[src/rtl/mc_pkg.sv]
package mc_pkg;
  typedef logic [3:0] bcd_t;

  // modulus of stage i in the seconds/minutes chain: units stages count ten, tens stages six
  function automatic int chain_mod(input int idx);
    return (idx % 2 == 0) ? 10 : 6;
  endfunction
endpackage

[src/rtl/digit_ctr.sv]
module digit_ctr #(
  parameter int MOD = 10,
  parameter int W   = 4
) (
  input  logic         clk,
  input  logic         rst_n,
  input  logic         en,
  output logic [W-1:0] q,
  output logic         last
);
  localparam logic [W-1:0] TOP = W'(MOD - 1);

  logic [W-1:0] q_nxt;

  assign last = (q == TOP);

  always_comb begin
    q_nxt = q;
    if (en) begin
      q_nxt = last ? '0 : q + W'(1);
    end
  end

  always_ff @(posedge clk or negedge rst_n) begin
    if (!rst_n) q <= '0;
    else        q <= q_nxt;
  end
endmodule

[src/rtl/hour_ctr.sv]
module hour_ctr (
  input  logic            clk,
  input  logic            rst_n,
  input  logic            en,
  output mc_pkg::bcd_t    tens,
  output mc_pkg::bcd_t    units
);
  logic [3:0] hr_q;
  logic [3:0] hr_nxt;

  always_comb begin
    hr_nxt = hr_q;
    if (en) begin
      hr_nxt = (hr_q == 4'd12) ? 4'd1 : hr_q + 4'd1;
    end
  end

  always_ff @(posedge clk or negedge rst_n) begin
    if (!rst_n) hr_q <= 4'd12;
    else        hr_q <= hr_nxt;
  end

  always_comb begin
    if (hr_q >= 4'd10) begin
      tens  = 4'd1;
      units = hr_q - 4'd10;
    end else begin
      tens  = 4'd0;
      units = hr_q;
    end
  end
endmodule

[src/rtl/set_pulse.sv]
module set_pulse #(
  parameter int STAGES = 2
) (
  input  logic clk,
  input  logic rst_n,
  input  logic btn,
  output logic pulse
);
  logic [STAGES:0] pipe_q;
  logic [STAGES:0] pipe_nxt;

  always_comb pipe_nxt = {pipe_q[STAGES-1:0], btn};

  always_ff @(posedge clk or negedge rst_n) begin
    if (!rst_n) pipe_q <= '0;
    else        pipe_q <= pipe_nxt;
  end

  assign pulse = pipe_q[STAGES-1] & ~pipe_q[STAGES];
endmodule

[src/rtl/mains_clock_core.sv]
module mains_clock_core #(
  parameter bit MAINS_50HZ  = 1'b0,
  parameter int SYNC_STAGES = 2
) (
  input  logic       clk,
  input  logic       rst_n,
  input  logic       mains_tick,
  input  logic       hour_set,
  input  logic       minute_set,
  output logic       sec_tick,
  output logic [3:0] hr_tens,
  output logic [3:0] hr_units,
  output logic [3:0] min_tens,
  output logic [3:0] min_units,
  output logic [3:0] sec_tens,
  output logic [3:0] sec_units
);
  import mc_pkg::*;

  localparam int PRE_FIRST  = 10;
  localparam int PRE_SECOND = MAINS_50HZ ? 5 : 6;
  localparam int CHAIN_N    = 4;

  // reset: asserted at once, released through two flops
  logic [1:0] rst_pipe;
  logic       core_rst_n;

  always_ff @(posedge clk or negedge rst_n) begin
    if (!rst_n) rst_pipe <= 2'b00;
    else        rst_pipe <= {rst_pipe[0], 1'b1};
  end
  assign core_rst_n = rst_pipe[1];

  // prescaler
  logic [3:0] pre_a_q, pre_b_q;
  logic       pre_a_last, pre_b_last;
  logic       pre_b_en;

  digit_ctr #(.MOD(PRE_FIRST), .W(4)) u_pre_a (
    .clk(clk), .rst_n(core_rst_n), .en(mains_tick), .q(pre_a_q), .last(pre_a_last)
  );

  assign pre_b_en = mains_tick & pre_a_last;

  digit_ctr #(.MOD(PRE_SECOND), .W(4)) u_pre_b (
    .clk(clk), .rst_n(core_rst_n), .en(pre_b_en), .q(pre_b_q), .last(pre_b_last)
  );

  assign sec_tick = pre_b_en & pre_b_last;

  // set inputs
  logic hour_pulse, min_pulse;

  set_pulse #(.STAGES(SYNC_STAGES)) u_hour_btn (
    .clk(clk), .rst_n(core_rst_n), .btn(hour_set), .pulse(hour_pulse)
  );
  set_pulse #(.STAGES(SYNC_STAGES)) u_min_btn (
    .clk(clk), .rst_n(core_rst_n), .btn(minute_set), .pulse(min_pulse)
  );

  // seconds and minutes chain
  bcd_t               dig_q [CHAIN_N];
  logic [CHAIN_N-1:0] dig_last;
  logic [CHAIN_N-1:0] dig_en;
  logic               sec_wrap;
  logic               hour_adv;

  assign sec_wrap = sec_tick & dig_last[0] & dig_last[1];

  always_comb begin
    dig_en[0] = sec_tick;
    dig_en[1] = sec_tick & dig_last[0];
    dig_en[2] = sec_wrap | min_pulse;
    dig_en[3] = (sec_wrap | min_pulse) & dig_last[2];
  end

  // only a counted wrap of the minutes reaches the hours; a press does not
  assign hour_adv = (sec_wrap & dig_last[2] & dig_last[3]) | hour_pulse;

  for (genvar gi = 0; gi < CHAIN_N; gi++) begin : g_chain
    digit_ctr #(.MOD(chain_mod(gi)), .W(4)) u_dig (
      .clk(clk), .rst_n(core_rst_n), .en(dig_en[gi]), .q(dig_q[gi]), .last(dig_last[gi])
    );
  end

  hour_ctr u_hours (
    .clk(clk), .rst_n(core_rst_n), .en(hour_adv), .tens(hr_tens), .units(hr_units)
  );

  assign sec_units = dig_q[0];
  assign sec_tens  = dig_q[1];
  assign min_units = dig_q[2];
  assign min_tens  = dig_q[3];
endmodule

[config.mk]
export PLATFORM = sky130hd
export DESIGN_NAME = mains_clock_core
export DESIGN_NICKNAME = d
export VERILOG_FILES = /design/src/rtl/mc_pkg.sv /design/src/rtl/digit_ctr.sv /design/src/rtl/hour_ctr.sv /design/src/rtl/set_pulse.sv /design/src/rtl/mains_clock_core.sv
export SDC_FILE = /design/constraint.sdc
export NUM_CORES = 1
export LEC_CHECK = 0
export BUFFER_PORTS_ARGS = -buffer_cell sky130_fd_sc_hd__buf_2
export CAP_MARGIN = 20
export CORE_UTILIZATION = 45
export CTS_CLUSTER_SIZE = 40
export DETAILED_ROUTE_END_ITERATION = 12
export PLACE_DENSITY = 0.69
export SLEW_MARGIN = 40
export SYNTH_ARGS = -nofsm -noshare
export SYNTH_HDL_FRONTEND = slang
export SYNTH_HIERARCHICAL = 1
export SYNTH_SLANG_ARGS = --single-unit
[constraint.sdc]
create_clock -name clk -period 1.15 [get_ports clk]
set_input_delay 0.1725 -clock clk [delete_from_list [all_inputs] [get_ports clk]]
set_output_delay 0.1725 -clock clk [all_outputs]
set_load 0.05 [all_outputs]
==> results of run 1 <==
[flip-flops by register name, indices dropped and copies added, names as in the netlist]
signal             cells
g_chain.u_dig/q       16
rst_pipe               2
u_hour_btn/pipe_q      3
u_hours/hr_q           4
u_min_btn/pipe_q       3
u_pre_a/q              4
u_pre_b/q              4
[how the worst max path moves through the flow]
| stage | cells after the start | slack (ns) | startpoint | to |
|---|---|---|---|---|
| floorplan | 6 | -0.59 | g_chain[0].u_dig/q[3] | u_hours/hr_q[3] |
| global placement | 6 | -0.42 | u_pre_a/q[3] | u_hours/hr_q[3] |
| detailed placement | 7 | -0.48 | u_pre_a/q[2] | g_chain[2].u_dig/q[3] |
| CTS | 5 | -0.50 | u_pre_a/q[2] | sec_tick |
| global route | 7 | -0.72 | g_chain[0].u_dig/q[2] | u_hours/hr_q[2] |
| finish | 7 | -0.63 | g_chain[2].u_dig/q[2] | u_hours/hr_q[2] |
[cell type report]
cell class                      count  area share (%)
Timing Repair Buffer              105            33.6
Multi-Input combinational cell    119            31.8
Sequential cell                    36            29.2
Clock buffer                        8            3.18
Tap cell                           48            1.91
Inverter                            3           0.358
[cell usage after synthesis, drive strengths merged, types with 3 or more instances]
master and instances:
nand4 3, inv 3, a21o 8, and4b 4, nand2 13, and3b 3
buf 6, xor2 6, and2b 3, and2 3, dfrtp 34, nor3 10
nor2b 13, o21ai 15, nand3 7, xnor2 6, ha 5
[stage by stage]
stage	utilization (%)	setup TNS (ns)	hold WS, ns	total power, mW
floorplan	-	-9.35	-0.123	4.08
global placement	65.1	-7.91	-0.0423	5.02
detailed placement	65.1	-9.10	-0.0408	5.16
CTS	78.8	-10.74	0.185	6.94
global route	84.7	-13.79	0.207	7.93
finish	84.7	-12.15	0.190	7.65
[layer usage]
| layer | vias up | track usage [%] | wire, µm |
|---|---|---|---|
| li1 | 773 | - | - |
| met1 | 858 | 27.8 | 2250 |
| met2 | 50 | 44.7 | 3080 |
| met3 | 20 | 4.23 | 210 |
| met4 | 0 | 9.17 | 170 |
| met5 | - | 0 | 0 |
[logic make-up (layout without fill, tap and decap cells)]
logic type | after synthesis | count (layout)
AND/OR/NAND/NOR | 66 | 66
flip-flops | 36 | 36
AO/OA/AOI/OAI | 32 | 32
XOR/XNOR | 12 | 12
buffers and inverters | 9 | 116
adder cells (fa/ha/maj) | 5 | 5
other | 2 | 4
[what timing repair did]
| action | CTS | global route |
|---|---|---|
| hold buffers | 3 | 0 |
| endpoints found under the setup margin | 45 | 46 |
| gates resized for setup | 97 | 19 |
| pin swaps | 14 | 16 |
| buffers inserted | 8 | 28 |
| endpoints found under the hold margin | 4 | 0 |
[where the power goes]
group          internal (mW)  leakage [nW]  switching (mW)
logic                   2.36          1.12            2.40
clock network          0.547        0.0515           0.457
registers               1.61         0.433           0.277
total                   4.52          1.61            3.13
[worst register-to-register path, cell delays in order (launching register included)]
cell and delay [ns]:
dfrtp_2 0.43, nor2b_4 0.14, and3b_2 0.22, and4_1 0.21
a21o_1 0.25, buf_6 0.14, a21oi_2 0.06, a31oi_1 0.24
==> flow_summary.yaml, run 1 <==
status:
  status: "finished, violations left"
  failed_checks: "setup timing"
yosys:
  synth_top_family_by_area: "simple AND/OR/NAND/NOR gates"
  synth_area_leaders: "dfrtp_1, ha_1, nor3_2"
  netlist_instances: 162
  synth_edf_count: 0
  synth_area_um2: 1780
  synth_top_cell_area_share_pct: 47.8
  yosys_register_bits: 36
  synthFlopType: "dfrtp_1"
  synth_seq_area_share_pct: 50.7
  synth_xor_area_share_pct: 5.90
  yosysWarningCount: 6
  ys_types: 38
  async_flop_share_pct: 100
  yosys.area_share.simple_pct: 24.9
  synth_compound_area_share_pct: 11.2
  synth_top_cell_by_area: "dfrtp_1"
  synthMuxAreaShare_pct: 0
  syn_avg_cell_area_um2: 11.0
  synth_fa_ha_area_share_pct: 3.51
pwr:
  ir_worst_vdd_mv: 1.23
  power_density_nw_per_um2: 2430
  power.leakage_nw: 1.61
finish:
  final_layout_size_suffix_gt1_share_pct: 61.3
  final_common_cell: "buf_4"
  n_antenna_cell: 0
  area_delta_synth_final_pct: 76.9
  layout_common_cells: "buf_4, buf_6, dfrtp_1"
  seqCellArea_um2: 920
  multi_input_area_um2: 1000
  nFillCells: 165
  fin_cells: 319
  final_nets: 280
  final_area_um2: 3150
global_routing:
  grt_max_degree: 35
  grt_pass1_vias: 1661
  grt_usage_pct: 24.4
  antenna_found_initial: 0
  grt-ovfl-total: 0
  grt_pass1_wl_mm: 7.67
critical_path:
  crit_family: "simple AND/OR/NAND/NOR gates"
  critPathBufInv: 1
  worstPathCellList: "nor2b_4 > and3b_2 > and4_1 > a21o_1 > buf_6 > a21oi_2 > a31oi_1"
  required_ns: 1.35
  rrSetupSlack_ns: -0.63
  critPathMaxStageDelay_ns: 0.43
  cp.arrival_ns: 1.98
  endpoint_kind: "flop"
  r2r.worst_path.cells: 7
  crit_fanout: 5
  path_class: "flop to flop"
  critPathSlowestCell: "dfrtp_2"
  timing.rr.start: "g_chain[2].u_dig/q[2]"
  cp-start-kind: "flop"
  worstReg2RegEnd: "u_hours/hr_q[2]"
clocking:
  clockBufferDepth: 2
  cts_made_buffers: 5
  cts.clk_slew.worst_paths_ns: 0.07
  insertion_delay_ns: 0.30
  cts_tree: "done"
  cts_max_level: 2
  cts_root_buf: "clkbuf_8"
  cts.sinks: 36
floorplanning:
  dieWidth_um: 64.9
  initial_utilization_pct: 47.9
  core-area_um2: 3720
  die-area_um2: 4210
  rows: 22
  ios: 30
  die_h_um: 64.9
sta:
  drv_slew: 0
  grt_setup_unrepaired: "yes"
  clock_skew_ns: 0.00698
  fin_ws_ns: -0.633
  finalSetupViolCount: 41
  hold_violations: 0
  period_share_pct: 155
  period_needed_ns: 1.78
  clock.fmax_ghz: 0.561
routing:
  drt_wl_total_mm: 5.71
  routedWlPerCell_um: 17.9
  drc: 0
  viasPerCell: 5.33
  vias: 1701
  first_pass_iters: 6
  ant_nets: 0
  drt_iter0_drc: 85
placement:
  placedInstanceArea_um2: 2420
  preCtsSetupSlack_ns: -0.476
  placedCellCount: 279
  place.gp.congestion: 0.803
  io_buffers: 26
  dp_hpwl_mm: 2.77
hold_path:
  hold_class: "primary input to async pin"
run:
  drv_cap: 0
(Power assumes the default switching activity.)
==> run 2: changes to the inputs <==
--- a/config.mk
+++ b/config.mk
@@ -7,10 +7,10 @@
 export LEC_CHECK = 0
 export BUFFER_PORTS_ARGS = -buffer_cell sky130_fd_sc_hd__buf_2
 export CAP_MARGIN = 20
-export CORE_UTILIZATION = 45
-export CTS_CLUSTER_SIZE = 40
+export CORE_UTILIZATION = 50
+export CTS_CLUSTER_SIZE = 24
 export DETAILED_ROUTE_END_ITERATION = 12
-export PLACE_DENSITY = 0.69
+export PLACE_DENSITY = 0.75
 export SLEW_MARGIN = 40
 export SYNTH_ARGS = -nofsm -noshare
 export SYNTH_HDL_FRONTEND = slang
==> run 2 against run 1 <==
Against the previous run: the run still ends with setup timing left; critical path depth decreased by 3; worst setup slack got worse by 0.19 ns; global-route usage increased by 9.0 points; sequential power increased by 3%; wire length increased by 46%; clock skew increased by 0.010 ns.
==> flow_summary.yaml, run 2 (same netlist as run 1, synthesis figures left out) <==
routing:
  vias: 1930
  viasPerCell: 5.92
  wirelength_met1_mm: 2.94
  wl_met2_mm: 4.14
  first_pass_iters: 4
  drc: 0
  routed-wl-met3_um: 643
  highest_layer: "met4"
  ant_nets: 0
  drt_wl_total_mm: 8.33
  drt_iter0_drc: 170
  routedWlPerCell_um: 25.5
critical_path:
  cp-startpoint: "u_hours/hr_q[1]"
  cp-start-kind: "flop"
  path_class: "flop to primary output"
  critPathBufInv: 1
  crit_fanout: 4
  worstPathCellList: "ha_4 > o21ai_0 > a22oi_2 > buf_6"
  crit_family: "compound AO/OA/AOI/OAI gates"
  timing.rr.start: "u_pre_b/q[1]"
  critPathSlowestCell: "dfrtp_2"
  cp.arrival_ns: 1.80
  critPathMaxStageDelay_ns: 0.48
  endpoint_kind: "primary output"
  required_ns: 0.98
finish:
  area_delta_synth_final_pct: 83.2
  fin_cells: 326
  utilization_pct: 97.0
  final_area_um2: 3260
  regMostFlops: "g_chain.u_dig/q"
  n_antenna_cell: 0
  final_nets: 289
  layout_common_cells: "buf_4, buf_6, buf_8"
  final_layout_size_suffix_gt1_share_pct: 65.7
  final_common_cell: "buf_4"
  largest_reg_flops: 16
  nFillCells: 58
sta:
  clock.fmax_ghz: 0.507
  grt_setup_unrepaired: "yes"
  drv_slew: 0
  period_needed_ns: 1.97
  hold_violations: 0
  finalSetupViolCount: 47
  clock_skew_ns: 0.0169
  fin_ws_ns: -0.821
  hold_ws_ns: 0.119
  period_share_pct: 171
placement:
  dp_hpwl_mm: 2.93
  placedInstanceArea_um2: 2400
  placedCellCount: 277
  place.gp.congestion: 0.836
  io_buffers: 26
status:
  failed_checks: "setup timing"
  status: "finished, violations left"
clocking:
  clockBufferDepth: 2
  cts.sinks: 36
  insertion_delay_ns: 0.38
  cts_tree: "done"
  cts_root_buf: "clkbuf_4"
  cts_max_level: 2
  cts_made_buffers: 5
  cts.clk_slew.worst_paths_ns: 0.12
global_routing:
  grt_pass1_vias: 1760
  grt_usage_pct: 33.3
  grt_max_degree: 16
  grt_pass1_wl_mm: 8.61
  grt-ovfl-total: 0
  antenna_found_initial: 0
pwr:
  power.leakage_nw: 1.68
  power_density_nw_per_um2: 2440
  ir_worst_vdd_mv: 1.52
floorplanning:
  die_h_um: 61.7
  ios: 30
  core-area_um2: 3360
  rows: 21
  dieWidth_um: 61.7
  initial_utilization_pct: 52.9
  die-area_um2: 3800
hold_path:
  hold_class: "flop to async pin"
run:
  drv_cap: 0
==> run 2: worst paths after layout <==
kind                       slack [ns]               endpoint  depth (start not counted)
setup / recovery                -0.82            hr_units[2]                          4
hold / removal                   0.12        u_hours/hr_q[0]                          0
setup reg to reg                -0.71  g_chain[0].u_dig/q[3]                          8
hold reg to reg                  0.12        u_hours/hr_q[0]                          0
max in group asynchronous        0.50  g_chain[3].u_dig/q[0]                          1
min in group clk                 0.16           u_pre_a/q[0]                          3
==> run 2: final cells by class <==
| class | instances | area [µm²] | area share (%) |
|---|---|---|---|
| clock buffer | 6 | 51.3 | 1.57 |
| clock inverter | 2 | 10.0 | 0.307 |
| sequential | 36 | 920 | 28.2 |
| timing repair buffer | 114 | 1150 | 35.1 |
| multi-input combinational | 119 | 1070 | 32.7 |
| inverter | 3 | 11.3 | 0.345 |
| tap | 46 | 57.6 | 1.76 |
==> run 2: power breakdown <==
group          switching (mW)  internal [mW]  leakage, nW
combinational            2.82           2.41         1.21
sequential              0.335           1.61        0.433
clock                   0.499          0.291       0.0380
==> run 2: worst register-to-register path: stages (launching register included) <==
cell and delay [ns]:
dfrtp_1 0.43, nor3_1 0.35, and3_4 0.30, buf_6 0.12
buf_4 0.10, buf_6 0.11, nand2_4 0.06, o21ai_1 0.16
nand2_1 0.11
==> run 2: repair_timing <==
item                                   in CTS  in global routing
setup endpoints to repair                  45                 46
endpoints found under the hold margin       4                  0
resized for setup                         106                 33
hold buffers                                3                  0
pin swaps                                  21                 16
setup buffers                              13                 32
==> run 2: through the flow <==
| step | total power, mW | setup slack (ns) | TNS, ns |
|---|---|---|---|
| 2_1_floorplan | 4.08 | -0.593 | -9.35 |
| 3_3_place_gp | 4.98 | -0.421 | -7.72 |
| 3_5_place_dp | 5.13 | -0.487 | -9.00 |
| 4_1_cts | 6.73 | -0.558 | -11.79 |
| 5_1_grt | 8.29 | -1.28 | -21.11 |
| 6_report | 7.96 | -0.821 | -18.39 |
==> run 2: per-layer routing <==
metal  vias up  GRT usage, %
li1        790             -
met1       930          33.8
met2       149          61.4
met3        61          9.66
met4         0          17.1
met5         -             0
==> run 3: changes to the inputs <==
--- a/config.mk
+++ b/config.mk
@@ -5,6 +5,7 @@
 export SDC_FILE = /design/constraint.sdc
 export NUM_CORES = 1
 export LEC_CHECK = 0
+export ABC_AREA = 1
 export BUFFER_PORTS_ARGS = -buffer_cell sky130_fd_sc_hd__buf_2
 export CAP_MARGIN = 20
 export CORE_UTILIZATION = 50
==> run 3 against run 2 <==
Against the previous run: the flow still finishes with violations (setup timing); combinational power rose by 11%; clock-buffer cell count did not move; critical path depth up 9; worst setup slack gained 0.13 ns; sequential share of layout area is 0.36 points lower; global-route usage shrank 5.4 points; register-to-register slack gained 0.02 ns; final area barely moved; fmax rose by 7.0%; sequential power grew 5%; clock power grew 42%; critical path type is now flop to flop.
==> flow_summary.yaml, run 3 <==
status:
  status: "finished, violations left"
  failed_checks: "setup timing"
sta:
  grt_setup_unrepaired: "yes"
  period_share_pct: 160
  clock.fmax_ghz: 0.543
  clock_skew_ns: 0.0227
  finalSetupViolCount: 44
  hold_violations: 0
  tns_ns: -14.88
  drv_slew: 0
  period_needed_ns: 1.84
  fin_ws_ns: -0.692
yosys:
  netlist_instances: 228
  synth_edf_count: 0
  synth_top_cell_by_area: "dfrtp_1"
  synth_area_leaders: "dfrtp_1, nand2_1, inv_1"
  synth_seq_area_share_pct: 48.3
  async_flop_share_pct: 100
  yosys_register_bits: 36
  yosys.cell_count.top_type: "nand2_1"
  synth_area_um2: 1870
  synthFlopType: "dfrtp_1"
  yosysWarningCount: 6
  synth_top_cell_area_share_pct: 45.5
  ys_types: 26
  synth_commonest_cells: "nand2_1, inv_1, dfrtp_1"
  syn_avg_cell_area_um2: 8.21
clocking:
  cts_tree: "done"
  clockBufferDepth: 2
  cts_root_buf: "clkbuf_8"
  insertion_delay_ns: 0.31
  cts.clk_slew.worst_paths_ns: 0.09
  cts_made_buffers: 5
  cts.sinks: 36
  cts_max_level: 2
hold_path:
  hold_class: "primary input to async pin"
pwr:
  clockPowerShare_pct: 12.5
  p_total_mw: 8.97
  switching_power_mw: 4.24
  power_density_nw_per_um2: 2750
  ir_worst_vdd_mv: 1.70
  swShare_pct: 47.2
  pwr-share-seq_pct: 22.6
  power.leakage_nw: 1.69
  internal_power_mw: 4.73
  combPwrFrac_pct: 64.9
routing:
  drc: 0
  drt_iter0_drc: 210
  viasPerCell: 5.86
  first_pass_iters: 5
  drt_wl_total_mm: 8.02
  vias: 2197
  ant_nets: 0
  routedWlPerCell_um: 21.4
global_routing:
  grt_usage_pct: 27.9
  grt-ovfl-total: 0
  grt_max_degree: 22
  antenna_found_initial: 0
  grt_pass1_vias: 1832
  grt_pass1_wl_mm: 8.32
critical_path:
  required_ns: 1.33
  cp-startpoint: "u_pre_b/q[2]"
  r2r.worst_path.cells: 13
  endpoint_kind: "flop"
  cp-start-kind: "flop"
  path_class: "flop to flop"
  worstReg2RegEnd: "g_chain[2].u_dig/q[3]"
  cp.arrival_ns: 2.02
  cp-endpoint: "g_chain[2].u_dig/q[3]"
  timing.rr.start: "u_pre_b/q[2]"
  crit_fanout: 4
  rrSetupSlack_ns: -0.69
floorplanning:
  ios: 30
  die_h_um: 63.2
  rows: 21
  dieWidth_um: 63.2
  die-area_um2: 3990
  core-area_um2: 3470
  initial_utilization_pct: 54.0
finish:
  nFillCells: 105
  area_delta_synth_final_pct: 74.3
  final_layout_size_suffix_gt1_share_pct: 51.7
  regMostFlops: "g_chain.u_dig/q"
  final_nets: 338
  layout_common_cells: "buf_4, inv_1, nand2_1"
  final_common_cell: "buf_4"
  largest_reg_flops: 16
  final_area_um2: 3260
  n_antenna_cell: 0
placement:
  io_buffers: 26
  dp_hpwl_mm: 2.88
  place.gp.congestion: 0.827
  placedInstanceArea_um2: 2530
run:
  drv_cap: 0
-- run 3: cell count changes after synthesis, sizes merged, moves of 7 or more --
cell,previous run,this run
o21ai,15,1
inv,3,45
nand3,7,18
nor3,10,3
nor2b,13,0
a21o,8,0
nor2,2,31
nand2,13,52
-- run 3: routing by layer --
| layer | share of wire [%] | track usage, % | vias to the layer above |
|---|---|---|---|
| met5 | 0 | 0 | - |
| met4 | 7.8 | 10.2 | 0 |
| met3 | 8.6 | 5.98 | 63 |
| met2 | 49 | 51.5 | 173 |
| met1 | 35 | 31.3 | 1075 |
| li1 | - | - | 886 |
-- run 3: power groups by stage --
stage,logic (mW),clock network (mW),registers (mW)
after floorplan,1.91,0,2.69
after global placement,3.87,0,1.93
after detailed placement,3.96,0,1.94
after CTS,4.75,1.11,1.93
after global routing,5.99,1.17,2.04
final,5.82,1.12,2.03
-- run 3: how the worst min path moves through the flow --
stage,slack (ns),depth (start not counted),start,end
6_report,0.19,2,rst_n,rst_pipe[1]
5_1_grt,0.20,2,rst_n,rst_pipe[1]
4_1_cts,0.19,2,rst_n,rst_pipe[0]
3_5_place_dp,-0.04,1,rst_n,rst_pipe[1]
3_3_place_gp,-0.04,1,rst_n,rst_pipe[0]
2_1_floorplan,-0.12,0,rst_n,rst_pipe[0]
-- run 3: cells by family (layout without fill, tap and decap cells) --
| logic type | Yosys count | in the layout | share of synthesized area [%] |
|---|---|---|---|
| other | 2 | 4 | 0.401 |
| AO/OA/AOI/OAI | 11 | 11 | 4.14 |
| flip-flops | 36 | 36 | 48.3 |
| buffers and inverters | 52 | 151 | 11.4 |
| XOR/XNOR | 6 | 6 | 2.81 |
| AND/OR/NAND/NOR | 113 | 113 | 28.0 |
| multiplexers | 3 | 3 | 1.60 |
| adder cells (fa/ha/maj) | 5 | 5 | 3.34 |
-- run 3: cell type report --
type	instances	area, µm²	share of cell area [%]
well taps	46	57.6	1.76
clock buffers	6	72.6	2.22
flip-flops and latches	36	908	27.8
clock inverters	2	35.0	1.07
repair buffers	95	975	29.9
inverters	48	195	5.98
multi-input cells	142	1020	31.3
-- run 3: repair_timing --
action,in CTS,in global routing
pin swaps,17,23
endpoints found under the hold margin,4,0
resized for setup,77,52
setup endpoints to repair,46,46
hold buffers,3,0
setup buffers,7,20
-- run 3: worst max-delay path, cell delays in order (launching register included) --
cell and delay, ns:
dfrtp_1 0.37, inv_1 0.07, nor2_1 0.12, nand2_1 0.11, inv_1 0.08, inv_2 0.05, nor2_4 0.16, nand3_4 0.15
nand2_4 0.12, nand2_4 0.06, nor2_4 0.18, nand3_2 0.09, nand2_2 0.09, nor2_2 0.04
-- run 3: metrics by stage --
stage	hold WS (ns)	worst slack, ns	instances	utilization, %
final	0.193	-0.692	375	94.1
after global routing	0.201	-0.747	375	94.1
after CTS	0.185	-0.474	362	86.1
after detailed placement	-0.0406	-0.453	345	73.0
after global placement	-0.0422	-0.400	345	73.0
after floorplan	-0.123	-0.761	230	-
